### config.mk
export PLATFORM = sky130hd
export DESIGN_NAME = pwm3_timer
export DESIGN_NICKNAME = d
export VERILOG_FILES = /design/src/rtl/pwm3_pkg.sv /design/src/rtl/pwm3_regs.sv /design/src/rtl/pwm3_count.sv /design/src/rtl/pwm3_outgen.sv /design/src/rtl/pwm3_timer.sv
export SDC_FILE = /design/constraint.sdc
export NUM_CORES = 1
export LEC_CHECK = 0
export BUFFER_PORTS_ARGS = -buffer_cell sky130_fd_sc_hd__buf_2
export CAP_MARGIN = 20
export CORE_ASPECT_RATIO = 1.25
export CORE_MARGIN = 5
export CORE_UTILIZATION = 49
export CTS_BUF_LIST = sky130_fd_sc_hd__clkbuf_4
export DETAILED_ROUTE_END_ITERATION = 8
export GPL_ROUTABILITY_DRIVEN = 0
export GPL_TIMING_DRIVEN = 0
export PLACE_DENSITY = 0.67
export SYNTH_ARGS = -nofsm -noshare
export SYNTH_HDL_FRONTEND = slang
export SYNTH_SLANG_ARGS = --single-unit
export TNS_END_PERCENT = 10
### constraint.sdc
create_clock -name clk -period 6.1 [get_ports clk]
set_input_delay 0.305 -clock clk [delete_from_list [all_inputs] [get_ports clk]]
set_output_delay 0.305 -clock clk [all_outputs]
set_load 0.01 [all_outputs]
### src/rtl/pwm3_pkg.sv
package pwm3_pkg;
   localparam int ADDR_W = 3;

   typedef enum logic [ADDR_W-1:0] {
      ADR_CTRL   = 3'd0,
      ADR_COUNT  = 3'd1,
      ADR_PERIOD = 3'd2,
      ADR_RISE   = 3'd3,
      ADR_FALL   = 3'd4,
      ADR_FLAGS  = 3'd5
   } reg_addr_e;

   // compare slot index; slot k lives at ADR_PERIOD + k, flag bit k
   localparam int CMP_PER  = 0;
   localparam int CMP_RISE = 1;
   localparam int CMP_FALL = 2;
   localparam int NUM_CMP  = 3;

   localparam int CTL_W = 4;

   typedef struct packed {
      logic bufen;    // bit 3
      logic idle;     // bit 2
      logic oneshot;  // bit 1
      logic run;      // bit 0
   } ctl_t;
endpackage

### src/rtl/pwm3_regs.sv
module pwm3_regs
   import pwm3_pkg::*;
#(
   parameter int CNT_W   = 16,
   parameter bit HAS_BUF = 1'b1
) (
   input  logic                            clk,
   input  logic                            rst_n,
   input  logic                            wr_en,
   input  logic [ADDR_W-1:0]               wr_addr,
   input  logic [CNT_W-1:0]                wr_data,
   input  logic [NUM_CMP-1:0]              hit,
   output ctl_t                            ctl,
   output logic [NUM_CMP-1:0][CNT_W-1:0]   cmp,
   output logic [NUM_CMP-1:0]              flags
);
   logic ctl_sel, flg_sel;
   assign ctl_sel = wr_en && (wr_addr == ADR_CTRL);
   assign flg_sel = wr_en && (wr_addr == ADR_FLAGS);

   // control: hardware one-shot stop takes priority over a software write
   always_ff @(posedge clk or negedge rst_n) begin
      if (!rst_n) begin
         ctl <= '0;
      end else begin
         if (ctl_sel)
            ctl <= ctl_t'(wr_data[CTL_W-1:0]);
         if (hit[CMP_PER] && ctl.oneshot)
            ctl.run <= 1'b0;
      end
   end

   for (genvar k = 0; k < NUM_CMP; k++) begin : g_slot
      localparam logic [ADDR_W-1:0] SLOT_ADR = ADDR_W'(int'(ADR_PERIOD) + k);
      logic             sel;
      logic [CNT_W-1:0] act_q;
      assign sel    = wr_en && (wr_addr == SLOT_ADR);
      assign cmp[k] = act_q;

      // sticky flag: hardware set wins over software clear
      always_ff @(posedge clk or negedge rst_n) begin
         if (!rst_n)
            flags[k] <= 1'b0;
         else if (hit[k])
            flags[k] <= 1'b1;
         else if (flg_sel && !wr_data[k])
            flags[k] <= 1'b0;
      end

      if (HAS_BUF) begin : g_buf
         logic [CNT_W-1:0] shadow_q;
         // the shadow tracks every write so a transfer never loads stale data
         always_ff @(posedge clk or negedge rst_n) begin
            if (!rst_n)
               shadow_q <= '1;
            else if (sel)
               shadow_q <= wr_data;
         end
         always_ff @(posedge clk or negedge rst_n) begin
            if (!rst_n)
               act_q <= '1;
            else if (hit[CMP_PER] && ctl.bufen)
               act_q <= shadow_q;
            else if (sel && !ctl.bufen)
               act_q <= wr_data;
         end
      end else begin : g_direct
         always_ff @(posedge clk or negedge rst_n) begin
            if (!rst_n)
               act_q <= '1;
            else if (sel)
               act_q <= wr_data;
         end
      end
   end
endmodule

### src/rtl/pwm3_count.sv
module pwm3_count
   import pwm3_pkg::*;
#(
   parameter int CNT_W = 16
) (
   input  logic                            clk,
   input  logic                            rst_n,
   input  logic                            tick,
   input  logic                            run,
   input  logic                            load,
   input  logic [CNT_W-1:0]                load_val,
   input  logic [NUM_CMP-1:0][CNT_W-1:0]   cmp,
   output logic [CNT_W-1:0]                cnt,
   output logic [NUM_CMP-1:0]              hit
);
   logic step;
   assign step = run && tick;

   for (genvar k = 0; k < NUM_CMP; k++) begin : g_match
      assign hit[k] = step && (cnt == cmp[k]);
   end

   always_ff @(posedge clk or negedge rst_n) begin
      if (!rst_n)
         cnt <= '0;
      else if (hit[CMP_PER])
         cnt <= '0;
      else if (step)
         cnt <= cnt + 1'b1;
      else if (load && !run)
         cnt <= load_val;
   end
endmodule

### src/rtl/pwm3_outgen.sv
module pwm3_outgen (
   input  logic clk,
   input  logic rst_n,
   input  logic run,
   input  logic idle,
   input  logic hit_rise,
   input  logic hit_fall,
   output logic pwm
);
   always_ff @(posedge clk or negedge rst_n) begin
      if (!rst_n)
         pwm <= 1'b0;
      else if (!run)
         pwm <= idle;
      else if (hit_fall)
         pwm <= idle;
      else if (hit_rise)
         pwm <= ~idle;
   end
endmodule

### src/rtl/pwm3_timer.sv
module pwm3_timer
   import pwm3_pkg::*;
#(
   parameter int CNT_W   = 16,
   parameter bit HAS_BUF = 1'b1
) (
   input  logic              clk,
   input  logic              rst_n,
   input  logic              cnt_tick,
   input  logic              wr_en,
   input  logic [ADDR_W-1:0] wr_addr,
   input  logic [CNT_W-1:0]  wr_data,
   input  logic [ADDR_W-1:0] rd_addr,
   output logic [CNT_W-1:0]  rd_data,
   output logic              pwm_out
);
   if (CNT_W < CTL_W || CNT_W > 32) begin : g_bad_width
      $error("pwm3_timer: CNT_W must lie in 4..32");
   end

   ctl_t                          ctl_w;
   logic [NUM_CMP-1:0][CNT_W-1:0] cmp_w;
   logic [NUM_CMP-1:0]            flags_w;
   logic [NUM_CMP-1:0]            hit_w;
   logic [CNT_W-1:0]              cnt_q;
   logic                          cnt_load;

   assign cnt_load = wr_en && (wr_addr == ADR_COUNT);

   pwm3_regs #(.CNT_W(CNT_W), .HAS_BUF(HAS_BUF)) u_regs (
      .clk(clk), .rst_n(rst_n), .wr_en(wr_en), .wr_addr(wr_addr),
      .wr_data(wr_data), .hit(hit_w), .ctl(ctl_w), .cmp(cmp_w),
      .flags(flags_w)
   );

   pwm3_count #(.CNT_W(CNT_W)) u_count (
      .clk(clk), .rst_n(rst_n), .tick(cnt_tick), .run(ctl_w.run),
      .load(cnt_load), .load_val(wr_data), .cmp(cmp_w), .cnt(cnt_q),
      .hit(hit_w)
   );

   pwm3_outgen u_out (
      .clk(clk), .rst_n(rst_n), .run(ctl_w.run), .idle(ctl_w.idle),
      .hit_rise(hit_w[CMP_RISE]), .hit_fall(hit_w[CMP_FALL]), .pwm(pwm_out)
   );

   always_comb begin
      case (rd_addr)
         ADR_CTRL:   rd_data = CNT_W'(ctl_w);
         ADR_COUNT:  rd_data = cnt_q;
         ADR_PERIOD: rd_data = cmp_w[CMP_PER];
         ADR_RISE:   rd_data = cmp_w[CMP_RISE];
         ADR_FALL:   rd_data = cmp_w[CMP_FALL];
         ADR_FLAGS:  rd_data = CNT_W'(flags_w);
         default:    rd_data = '0;
      endcase
   end
endmodule

**Word level (Yosys, flattened, before mapping)**

Cells that the tools add are included.

- Register bits after elaboration: 120
- Bits of input ports: 26
- Output and inout port bits: 17
- Word-level logic and storage cells: 86

- Add/sub/neg operators: 1
- Equality and inequality tests: 14
- Muxes and demuxes: 21
- Bitwise operators: 1
- Reduce and logical (&&, ||, !) cells: 34

Operators by type and width:

| operator | number |
|---|---|
| two-way mux 16 bit | 9 |
| case mux 16 bit (6 select lines) | 1 |
| == test 16 bit | 3 |
| logical AND 1 bit | 19 |
| adder 16 x 1 -> 16 bit (second input constant) | 1 |
| nonzero test 2 bit | 7 |
| == test 3 x 2 -> 1 bit (second input constant) | 4 |
| == test 3 bit (second input constant) | 4 |
| two-way mux 1 bit | 11 |
| == test 3 x 1 -> 1 bit (second input constant) | 2 |
| logical NOT 3 bit | 2 |
| logical NOT 1 bit | 5 |
| != test 3 x 1 -> 1 bit (second input constant) | 1 |
| nonzero test 3 bit | 1 |
| inverter 1 bit | 1 |

**Longest topological paths before layout**

Gate-level depths: netlist of the first run.

- Word-level depth: 6
- Depth in mapped cells: 9
- Depth with buffers taken out: 7

**Cells and area by module**

Synthesis of the first run repeated with hierarchy kept, for this count alone.

- Cells, all modules: 592
- Area, all modules: 6794.0 um^2

By module, submodules not included:

| module | times used | cells an instance | area an instance (um^2) | sequential area each (um^2) |
|---|---|---|---|---|
| pwm3_regs | 1 | 300 | 4405.5 | 2697.6 |
| pwm3_count | 1 | 203 | 1719.1 | 400.4 |
| pwm3_timer | 1 | 83 | 613.1 | 0.0 |
| pwm3_outgen | 1 | 6 | 56.3 | 25.0 |

**Worst setup path after synthesis of the first run**

OpenSTA, ideal clock, no wires.

- Kind: register -> register
- Start point: register u_count.cnt[14]
- End point: register u_regs.g_slot[2].act_q[10]
- Setup time: 0.077 ns
- Arrival time: 1.857 ns
- Data required time: 6.023 ns
- Setup slack: 4.167 ns
- Stages on the path, launching flop included: 9
- Buffers on the path: 2
- Period minus slack after synthesis: 1.933 ns
- Cells stage by stage: dfrtp_1 buf_2 xor2_1 nor4_1 nand4_1 nor3_2 nor2_1 buf_2 a21o_1

- Longest elaborated chain between the ends: 4
- Elaborated cells between the ends (all ways): 5
- Classes of those cells: eq/ne (1); mux (1); reduce/logical (3)

Ends and longest elaborated chain:

| what | RTL line | text |
|---|---|---|
| start: declaration | pwm3_count.sv:13 | `output logic [CNT_W-1:0] cnt,` |
| start signal: assignment | pwm3_count.sv:29 | `cnt <= cnt + 1'b1;` |
| start signal: assignment | pwm3_count.sv:31 | `cnt <= load_val;` |
| == test 16 bit (*) | pwm3_count.sv:20 | `assign hit[k] = step && (cnt == cmp[k]);` |
| logical AND 1 bit (*) | pwm3_count.sv:20 |  |
| logical AND 1 bit (*) | pwm3_regs.sv:62 | `else if (hit[CMP_PER] && ctl.bufen)` |
| two-way mux 16 bit / nonzero test 2 bit (equally long branches) | - |  |
| end signal: assignment | pwm3_regs.sv:63 | `act_q <= shadow_q;` |
| end signal: assignment | pwm3_regs.sv:65 | `act_q <= wr_data;` |
| end: declaration | pwm3_regs.sv:36 | `logic [CNT_W-1:0] act_q;` |

Every way passes the cells marked *; elsewhere a longest branch is shown, timed or not.
A chain may end at the register's enable or synchronous reset.

**Final worst setup path of the first run**

- Start point: input rd_addr[1]
- End point: output rd_data[5]

- Longest elaborated chain between the ends: 2
- Elaborated cells between the ends (all ways): 7
- Classes of those cells: eq/ne (5); mux (1); reduce/logical (1)

Ends and longest elaborated chain:

| what | RTL line | text |
|---|---|---|
| start: declaration | pwm3_timer.sv:13 | `input logic [ADDR_W-1:0] rd_addr,` |
| == test 3 bit, or another cell as far along | pwm3_timer.sv:48 | `case (rd_addr)` |
| case mux 16 bit (6 select lines) (*) | pwm3_timer.sv:48 |  |
| end: declaration | pwm3_timer.sv:14 | `output logic [CNT_W-1:0] rd_data,` |

Marks and branches as above.

==> flow_summary_export.csv, run 1 <==
group,metric,value,unit
routing,vias,5031,
timing,rsz0062_at_grt,"false",
layout,mostFrequentLayoutCell,"dfstp_2",
timing,fin_setup_tns,0,ns
layout,drive_gt1_share,38.2,%
setup_path,path_cells,"buf_2 > clkbuf_1 > nor2b_1 > clkbuf_1 > a22oi_1 > o22ai_1 > buf_2",
timing,worst_slew_pin_slew,0.807,ns
setup_path,max_stage_delay,0.55,ns
setup_path,cp_top_family,"buffers and inverters",
synth,syn_inst,580,
place,post-place-ws,3.57,ns
floorplanning,rows,47,
setup_path,reg2reg_slack,3.52,ns
timing,whs,0.142,ns
routing,dr.pass1.iters,7,
global_route,grt_use_met3,4.10,%
routing,drt_iter0_markers,333,
floorplanning,dieArea,15700,µm²
synth,ys.flop_type,"dfstp_2",
setup_path,crit_type,"input port to primary output",
timing,maxSlewHeadroom,45.8,%
floorplanning,core_area,13200,µm²
clock_network,clock-sinks,120,
setup_path,reg2reg_from,"u_count.cnt[1]$_DFFE_PN0P_",
routing,routed_via_density,6.11,
routing,drt-total-wl,18100,µm
setup_path,reg2reg_depth,9,
clock_network,clock_path_buffers,2,
power,power.density,391,nW/µm²
synth,synth_async_sr_flop_share,100,%
setup_path,start_kind,"input port",
global_route,overflow,0,
clock_network,ctsResizeCount,0,
timing,timing.fmax,0.384,GHz
global_route,use_met1,29.9,%
setup_path,worstPathRequired,5.79,ns
global_route,grt_pass1_vias,5149,
timing,period_share,42.7,%
floorplanning,die_x,113,µm
setup_path,path_max_fanout,10,
floorplanning,start_util,49.4,%
routing,wire_per_inst,21.9,µm
setup_path,cp-end-kind,"primary output",
floorplanning,die_h,139,µm
clock_network,cts_tree,"built",
setup_path,slowest_stage,"clkbuf_1",
synth,synth_seq_cells,120,
routing,ant_nets,0,
setup_path,r2r-end,"u_regs.g_slot[0].act_q[4]$_DFFE_PN1P_",
global_route,grt_max_degree,106,
min_path,hold_path.class,"input port to flop",
clock_network,cts_max_level,4,
layout,insertedDiodeCount,0,
global_route,grt_use_met2,39.3,%
power,p_leak,3.21,nW
power,ir_worst_vdd,0.145,mV
synth,syn_area,6510,µm²
synth,yosysSeqAreaShare,47.9,%
job,maxCapViolations,0,
setup_path,startpoint,"rd_addr[1]",
clock_network,ctsRootBufferMaster,"clkbuf_4",
clock_network,clock_latency,0.53,ns
synth,synth.net_count,607,
timing,hold_viol_final,0,
synth,yosys_warnings,0,
timing,setup_violations,0,
synth,synth_edf_count,0,
layout,synthToLayoutAreaGrowth,11.5,%
clock_network,cts-buffers-inserted,17,
setup_path,crit_arrival,2.30,ns
run_status,status,"finished clean",
layout,final_cell_mix,"96 x dfstp_2, 57 x buf_2, 50 x mux2_2",
setup_path,crit_buf_inv,4,
timing,finalCriticalPeriod,2.61,ns
timing,fin_skew,0.0201,ns
place,hpwl,13300,µm
place,port_buffers,37,
clock_network,clk_pin_slew,0.10,ns
global_route,grt_pass1_wl,28600,µm
global_route,grtUsageTotal,23.4,%
timing,maxSlewViolCount,0,
layout,post-route-util,55.1,%
setup_path,endpoint,"rd_data[5]",
global_route,antenna_found_initial,0,
timing,finalWorstSetupSlack,3.49,ns
layout,fin_nets,666,
routing,drcViolationCount,0,
setup_path,cp.depth,7,
synth,postSynthAreaPerCell,11.2,µm²
global_route,grt.busiest_layer,"met2",
synth,synth_cell_type_count,46,
floorplanning,io_pins,43,
[layer usage]
layer	share of wire [%]	vias up
met3	4.2	40
met1	42	2558
met4	3.2	0
met5	0	-
met2	51	147
li1	-	2286
[cell usage after synthesis (4+ instances only)]
library cell  number  area [µm²]
a22oi_1           14         105
nor4_1            10        62.6
o22ai_1           19         119
o21ai_0           18        90.1
nand4_1            8        50.1
dfrtp_1           24         601
and3_1             4        25.0
a21o_1            48         360
xnor2_1           18         158
mux2i_1           20         200
xor2_1            31         272
inv_1              9        33.8
nand3_1           11        55.1
nor3_1            10        50.1
clkbuf_1          23        86.3
nand2_1           15        56.3
buf_2             21         105
nor2_1            17        63.8
a22o_1            48         420
a21oi_1           13        65.1
dfstp_2           96        2520
mux2_2            50         563
o2bb2ai_1         10        87.6
[report_power, final]
group / leakage (nW) / switching (W) / internal [W]
Combinational: 1.75 / 0.000502 / 0.000407
Sequential: 1.31 / 0.000184 / 0.00114
Clock: 0.152 / 0.000321 / 0.000284
[layout make-up]
cell class / instances / area (µm²)
flip-flops and latches: 120 / 3120
clock inverters: 15 / 175
multi-input cells: 401 / 3130
plain buffers: 50 / 229
fillers: 1209 / 5910
repair buffers: 40 / 234
clock buffers: 17 / 128
inverters: 9 / 33.8
well taps: 171 / 214
[state kept, by name (all words and copies together), names as in the netlist]
register                      flops
u_regs.g_slot.act_q              48
u_regs.g_slot.g_buf.shadow_q     48
u_count.cnt                      16
u_regs.ctl                        4
u_regs.flags                      3
u_out.pwm                         1
[stage by stage]
| stage | power, W | instances | area, µm² |
|---|---|---|---|
| finish | 0.00284 | 823 | 7260 |
| CTS | 0.00284 | 822 | 7260 |
| detailed placement | 0.00223 | 789 | 6950 |
| floorplan | 0.00193 | 580 | 6510 |
| global route | 0.00299 | 823 | 7260 |
| global placement | 0.00219 | 788 | 6910 |
[logic make-up (layout without fill, tap and decap cells)]
family | count (synthesis) | in the layout | synth area share (%)
muxes | 73 | 73 | 12.8
adders and majority gates | 1 | 1 | 0.192
and+or+nand+nor | 96 | 96 | 7.95
buffers and inverters | 59 | 131 | 4.03
DFF | 120 | 120 | 47.9
AOI/OAI and AO/OA | 182 | 182 | 20.5
xor gates and xnor gates | 49 | 49 | 6.59
[how the worst min path moves through the flow]
| stage | startpoint | to | cells after the start |
|---|---|---|---|
| final | wr_data[3] | u_regs.ctl[3]$_DFFE_PN0P_ | 3 |
| after global routing | wr_data[6] | u_regs.g_slot[0].g_buf.shadow_q[6]$_DFFE_PN1P_ | 2 |
| after CTS | wr_data[8] | u_regs.g_slot[1].g_buf.shadow_q[8]$_DFFE_PN1P_ | 2 |
| after detailed placement | rst_n | u_regs.g_slot[1].g_buf.shadow_q[5]$_DFFE_PN1P_ | 1 |
| after global placement | u_regs.ctl[1]$_DFFE_PN0P_ | u_regs.ctl[0]$_DFFE_PN0P_ | 1 |
| after floorplan | rst_n | u_count.cnt[0]$_DFFE_PN0P_ | 0 |
[worst reg2reg max path, stage by stage (launching register included)]
cell	delay, ns
dfrtp_1	0.37
clkbuf_1	0.33
xor2_1	0.18
nor4_1	0.28
nand4_1	0.26
nor3_2	0.37
buf_4	0.29
buf_4	0.21
a22o_1	0.15
a21o_1	0.10
[repair_timing]
item,in CTS,in global routing
hold buffers,1,0
endpoints found under the hold margin,39,0
buffers inserted,0,0
Power figures use the tool's default switching activity.
==> run 2: changes to the inputs <==
- ABC_AREA: not set -> 1
- PLACE_DENSITY: 0.67 -> 0.69
- clock period: 6.1 -> 2.38 ns (I/O delays scaled with it)
==> flow_summary_export.csv, run 2 <==
group,metric,value,unit
power,p_sw,0.00268,W
synth,synth_seq_cells,120,
routing,drt-total-wl,22600,µm
setup_path,start_kind,"input port",
timing,whs,0.0437,ns
setup_path,cp-end-kind,"flop",
power,p_leak,3.62,nW
clock_network,clock-sinks,120,
synth,yosys_warnings,0,
setup_path,crit_arrival,2.68,ns
routing,dr.pass1.iters,8,
routing,vias,6916,
floorplanning,io_pins,43,
synth,synth_commonest_cells,"252 x nand2_1, 130 x nand3_1, 96 x dfstp_2, 85 x o21ai_0, 71 x inv_1",
timing,timing.fmax,0.459,GHz
routing,ant_nets,0,
synth,synth.top_cell.area_share,35.8,%
min_path,min_from,"cnt_tick",
synth,synth_async_sr_flop_share,100,%
synth,synth.area.top_cells,"dfstp_2 36%, nand2_1 13%, nand3_1 9.2%",
job,maxCapViolations,0,
layout,mostFrequentLayoutCell,"nand2_1",
timing,fin_skew,0.0202,ns
routing,drcViolationCount,0,
power,clkPwrFrac,24.5,%
clock_network,clock_latency,0.58,ns
timing,maxSlewViolCount,0,
place,postPlaceCellArea,7510,µm²
setup_path,path_max_fanout,10,
global_route,grt_pass1_vias,6729,
setup_path,crit_type,"input port to flop",
timing,worst_slew_pin_slew,1.04,ns
setup_path,crit_buf_inv,6,
power,p_sw_share,38.6,%
timing,setup_violations,0,
layout,synthToLayoutAreaGrowth,14.6,%
run_status,status,"finished clean",
clock_network,post_cts_buffers,0,
floorplanning,core_area,14300,µm²
layout,reg_top3,"u_regs.g_slot.act_q x48, u_regs.g_slot.g_buf.shadow_q x48, u_count.cnt x16",
power,p_seq_share,44.7,%
layout,fin_nets,1040,
global_route,grt_pass1_wl,35700,µm
setup_path,r2r-end,"u_count.cnt[5]$_DFFE_PN0P_",
clock_network,clock_path_buffers,2,
power,pwr-share-comb,30.8,%
synth,postSynthAreaPerCell,7.59,µm²
setup_path,reg2reg_slack,0.41,ns
routing,wire_per_inst,18.8,µm
synth,synth.most_common_cell,"nand2_1",
floorplanning,die_x,117,µm
synth,syn_inst,928,
synth,synth_cell_type_count,38,
clock_network,clk_pin_slew,0.12,ns
clock_network,cts_max_level,4,
setup_path,endpoint,"u_regs.g_slot[0].act_q[3]$_DFFE_PN1P_",
place,port_buffers,42,
clock_network,ctsRootBufferMaster,"clkbuf_4",
synth,ys.flop_type,"dfstp_2",
global_route,overflow,0,
timing,period_share,91.5,%
power,power.density,862,nW/µm²
global_route,grt_max_degree,97,
floorplanning,dieArea,16900,µm²
setup_path,cp_top_family,"buffers and inverters",
timing,finalCriticalPeriod,2.18,ns
global_route,grtUsageTotal,27.9,%
global_route,antenna_found_initial,1,
min_path,hold_path.class,"input port to flop",
clock_network,cts-buffers-inserted,17,
layout,drive_gt1_share,23.1,%
floorplanning,start_util,49.3,%
timing,rsz0062_at_grt,"false",
setup_path,max_stage_delay,0.59,ns
floorplanning,die_h,144,µm
setup_path,cp.depth,12,
layout,final_cell_mix,"252 x nand2_1, 130 x nand3_1, 96 x dfstp_2",
synth,yosys.area.top_type,"dfstp_2",
synth,synth.net_count,955,
setup_path,reg2reg_depth,11,
power,ir_worst_vdd,0.439,mV
timing,finalWorstSetupSlack,0.202,ns
routing,routed_via_density,5.74,
synth,yosysSeqAreaShare,44.3,%
setup_path,startpoint,"wr_addr[2]",
clock_network,cts_tree,"built",
place,hpwl,17400,µm
power,internal-power,0.00427,W
setup_path,slowest_stage,"dlygate4sd3_1",
timing,maxSlewHeadroom,30.1,%
layout,stdcell_area,8070,µm²
routing,drt_iter0_markers,708,
synth,syn_area,7040,µm²
setup_path,reg2reg_from,"u_count.cnt[9]$_DFFE_PN0P_",
floorplanning,rows,49,
setup_path,worstPathRequired,2.88,ns
synth,synth_edf_count,0,
setup_path,path_cells,"dlygate4sd3_1 > buf_2 > nor2_1 > nand2_1 > dlygate4sd3_1 > nor2_4 > inv_2 > nor2_1 > inv_2 > buf_2 > nand3_1 > nand3_1",
place,post-place-ws,0.318,ns
timing,hold_viol_final,0,
## run 2: worst min-delay path: stages
cell     delay [ns]
buf_2          0.10
nand2_4        0.10
o21ai_0        0.18
o21ai_0        0.08
## run 2: per-layer routing
layer / up-vias / global-route usage [%] / wire, µm
met5: - / 0 / 0
met4: 0 / 16.0 / 1190
met3: 77 / 4.98 / 1170
met2: 246 / 44.0 / 10700
met1: 3276 / 35.8 / 9550
li1: 3317 / - / -
## run 2: timing repair
item,CTS,global route
endpoints found under the hold margin,131,0
endpoints found under the setup margin,0,14
resized for setup,0,1
hold buffers,23,0
## run 2: kinds of logic (layout without fill, tap and decap cells)
group	count (synthesis)	count (layout)	synth area share, %
XOR/XNOR	15	15	1.86
buffers and inverters	138	236	8.40
AND/OR/NAND/NOR	529	529	34.9
AO/OA/AOI/OAI	125	125	10.3
other	0	1	0
flip-flops	120	120	44.3
adder cells (fa/ha/maj)	1	1	0.178
## run 2: cell type report
type	count	area [µm²]
Buffer	51	260
Tap cell	178	223
Fill cell	1364	6210
Timing Repair Buffer	66	474
Inverter	87	332
Antenna cell	1	2.50
Clock inverter	15	198
Multi-Input combinational cell	670	3330
Clock buffer	17	128
Sequential cell	120	3120
## run 2: worst min-delay path by stage
stage                                                        end  cells after the start
after global routing                  u_count.cnt[7]$_DFFE_PN0P_                      5
final                                 u_count.cnt[0]$_DFFE_PN0P_                      4
after global placement    u_regs.g_slot[2].act_q[14]$_DFFE_PN1P_                      3
after CTS                             u_count.cnt[1]$_DFFE_PN0P_                      5
after floorplan                       u_count.cnt[0]$_DFFE_PN0P_                      0
after detailed placement              u_count.cnt[0]$_DFFE_PN0P_                      1
## run 2: power groups by stage
stage,registers [W],clock network (W),logic [W]
final,0.00311,0.00171,0.00214
after global routing,0.00316,0.00182,0.00242
after CTS,0.00309,0.00173,0.00212
after detailed placement,0.00312,0,0.00208
after global placement,0.00311,0,0.00204
after floorplan,0.00298,0,0.00153
## run 2: through the flow
stage	power [W]	cells	TNS (ns)	util, %
final	0.00696	1205	0	56.5
after floorplan	0.00451	928	0	-
after global routing	0.00740	1205	0	56.5
after global placement	0.00515	1148	-6.32	52.3
after detailed placement	0.00520	1149	0	52.6
after CTS	0.00694	1204	0	56.5
==> run 3: changes to the inputs <==
- CORE_UTILIZATION: 49 -> 40
- PLACE_DENSITY: 0.69 -> 0.67
==> flow_summary_export.csv, run 3 (same netlist as run 2, synthesis figures left out) <==
group,metric,value,unit
floorplanning,dieArea,20400,µm²
power,ir_worst_vdd,0.345,mV
timing,worst_slew_pin_slew,1.10,ns
global_route,grt_pass1_wl,37000,µm
power,p_leak,3.62,nW
global_route,antenna_found_initial,1,
routing,dr.pass1.iters,7,
setup_path,path_max_fanout,10,
layout,fin_nets,1039,
routing,ant_nets,0,
timing,timing.fmax,0.463,GHz
floorplanning,die_h,158,µm
floorplanning,io_pins,43,
layout,mostFrequentLayoutCell,"nand2_1",
routing,wire_per_inst,18.6,µm
power,p_seq_share,44.7,%
layout,drive_gt1_share,23.0,%
layout,post-route-util,46.7,%
global_route,grt.busiest_layer,"met2",
clock_network,post_cts_buffers,0,
place,hpwl,17900,µm
setup_path,crit_arrival,2.04,ns
floorplanning,start_util,40.6,%
timing,period_share,90.8,%
floorplanning,die_x,129,µm
routing,routed_via_density,5.51,
place,place_inst,1195,
timing,setup_violations,0,
run_status,status,"finished clean",
clock_network,clock_latency,0.56,ns
routing,vias,6888,
power,internal-power,0.00430,W
power,clkPwrFrac,24.5,%
routing,drt-total-wl,23200,µm
floorplanning,core_area,17400,µm²
power,pwr-share-comb,30.8,%
clock_network,cts-buffers-inserted,17,
layout,synthToLayoutAreaGrowth,15.2,%
global_route,overflow,0,
power,p_sw,0.00264,W
setup_path,start_kind,"input port",
layout,reg_top3,"u_regs.g_slot.act_q x48, u_regs.g_slot.g_buf.shadow_q x48, u_count.cnt x16",
global_route,grt_use_met3,4.26,%
clock_network,hold_buffers,22,
power,p_sw_share,38.0,%
timing,finalCriticalPeriod,2.16,ns
clock_network,clk_pin_slew,0.12,ns
timing,fin_setup_tns,0,ns
timing,maxSlewViolCount,0,
clock_network,clock-sinks,120,
global_route,grt_use_met2,40.5,%
timing,maxSlewHeadroom,26.2,%
clock_network,clock_path_buffers,2,
global_route,grt_max_degree,88,
setup_path,worstPathRequired,2.26,ns
global_route,grtUsageTotal,23.6,%
floorplanning,rows,54,
timing,fin_skew,0.0152,ns
timing,hold_viol_final,0,
layout,fillers,1733,
power,power.density,856,nW/µm²
timing,whs,0.0274,ns
routing,drt_iter0_markers,588,
clock_network,ctsResizeCount,0,
layout,finalNonFillerCells,1250,
timing,rsz0062_at_grt,"false",
job,maxCapViolations,0,
place,port_buffers,42,
min_path,hold_path.class,"input port to flop",
clock_network,cts_tree,"built",
clock_network,ctsRootBufferMaster,"clkbuf_4",
global_route,grt_pass1_vias,6841,
global_route,use_met1,28.1,%
layout,final_cell_mix,"252 x nand2_1, 130 x nand3_1, 96 x dfstp_2",
clock_network,cts_max_level,4,
routing,drcViolationCount,0,
setup_path,cp-end-kind,"primary output",
setup_path,crit_type,"input port to primary output",
-- run 3: area by class of cell --
type	count	area [µm²]	share of cell area, %
Antenna cell	1	2.50	0.0308
Buffer	51	260	3.21
Clock buffer	20	150	1.85
Clock inverter	12	175	2.16
Inverter	87	332	4.09
Multi-Input combinational cell	670	3330	41.0
Sequential cell	120	3120	38.5
Tap cell	224	280	3.45
Timing Repair Buffer	65	464	5.72
-- run 3: worst paths after layout --
kind                                                                start                                             end  slack [ns]  cells after the start
min in group asynchronous                                           rst_n  u_regs.g_slot[1].g_buf.shadow_q[0]$_DFFE_PN1P_        0.27                      2
min reg2reg                u_regs.g_slot[0].g_buf.shadow_q[4]$_DFFE_PN1P_  u_regs.g_slot[0].g_buf.shadow_q[4]$_DFFE_PN1P_        0.50                      2
max in group asynchronous                                           rst_n           u_regs.g_slot[0].act_q[9]$_DFFE_PN1P_        1.63                      3
max reg2reg                                    u_count.cnt[9]$_DFFE_PN0P_                      u_count.cnt[5]$_DFFE_PN0P_        0.35                     11
min                                                              cnt_tick                      u_count.cnt[0]$_DFFE_PN0P_        0.03                      4
max                                                            rd_addr[1]                                      rd_data[3]        0.22                      7
-- run 3: worst max-delay path, cell delays in order --
cell and delay (ns):
buf_2 0.12, inv_1 0.07, nor3_1 0.87, buf_2 0.40
a21oi_1 0.11, o211ai_1 0.15, buf_2 0.20
-- run 3: power by group through the flow --
stage               combinational, W  clock (W)  sequential [W]
CTS                          0.00213    0.00173         0.00309
finish                       0.00214    0.00170         0.00310
detailed placement           0.00210          0         0.00312
global route                 0.00242    0.00181         0.00316
global placement             0.00205          0         0.00310
floorplan                    0.00153          0         0.00298
-- run 3: per-stage QoR --
stage               setup WS, ns  instance area, µm²  total power (W)
floorplan                  0.811                7040          0.00451
global placement          -0.306                7530          0.00515
detailed placement         0.281                7570          0.00522
CTS                        0.259                8110          0.00694
global route               0.146                8120          0.00740
finish                     0.219                8120          0.00694
-- run 3: routing by layer --
layer	up-vias	routed length [µm]	part of all wire, %
met5	-	0	0
li1	3319	-	-
met1	3239	8980	39
met4	0	1270	5.5
met2	251	11400	49
met3	79	1510	6.5
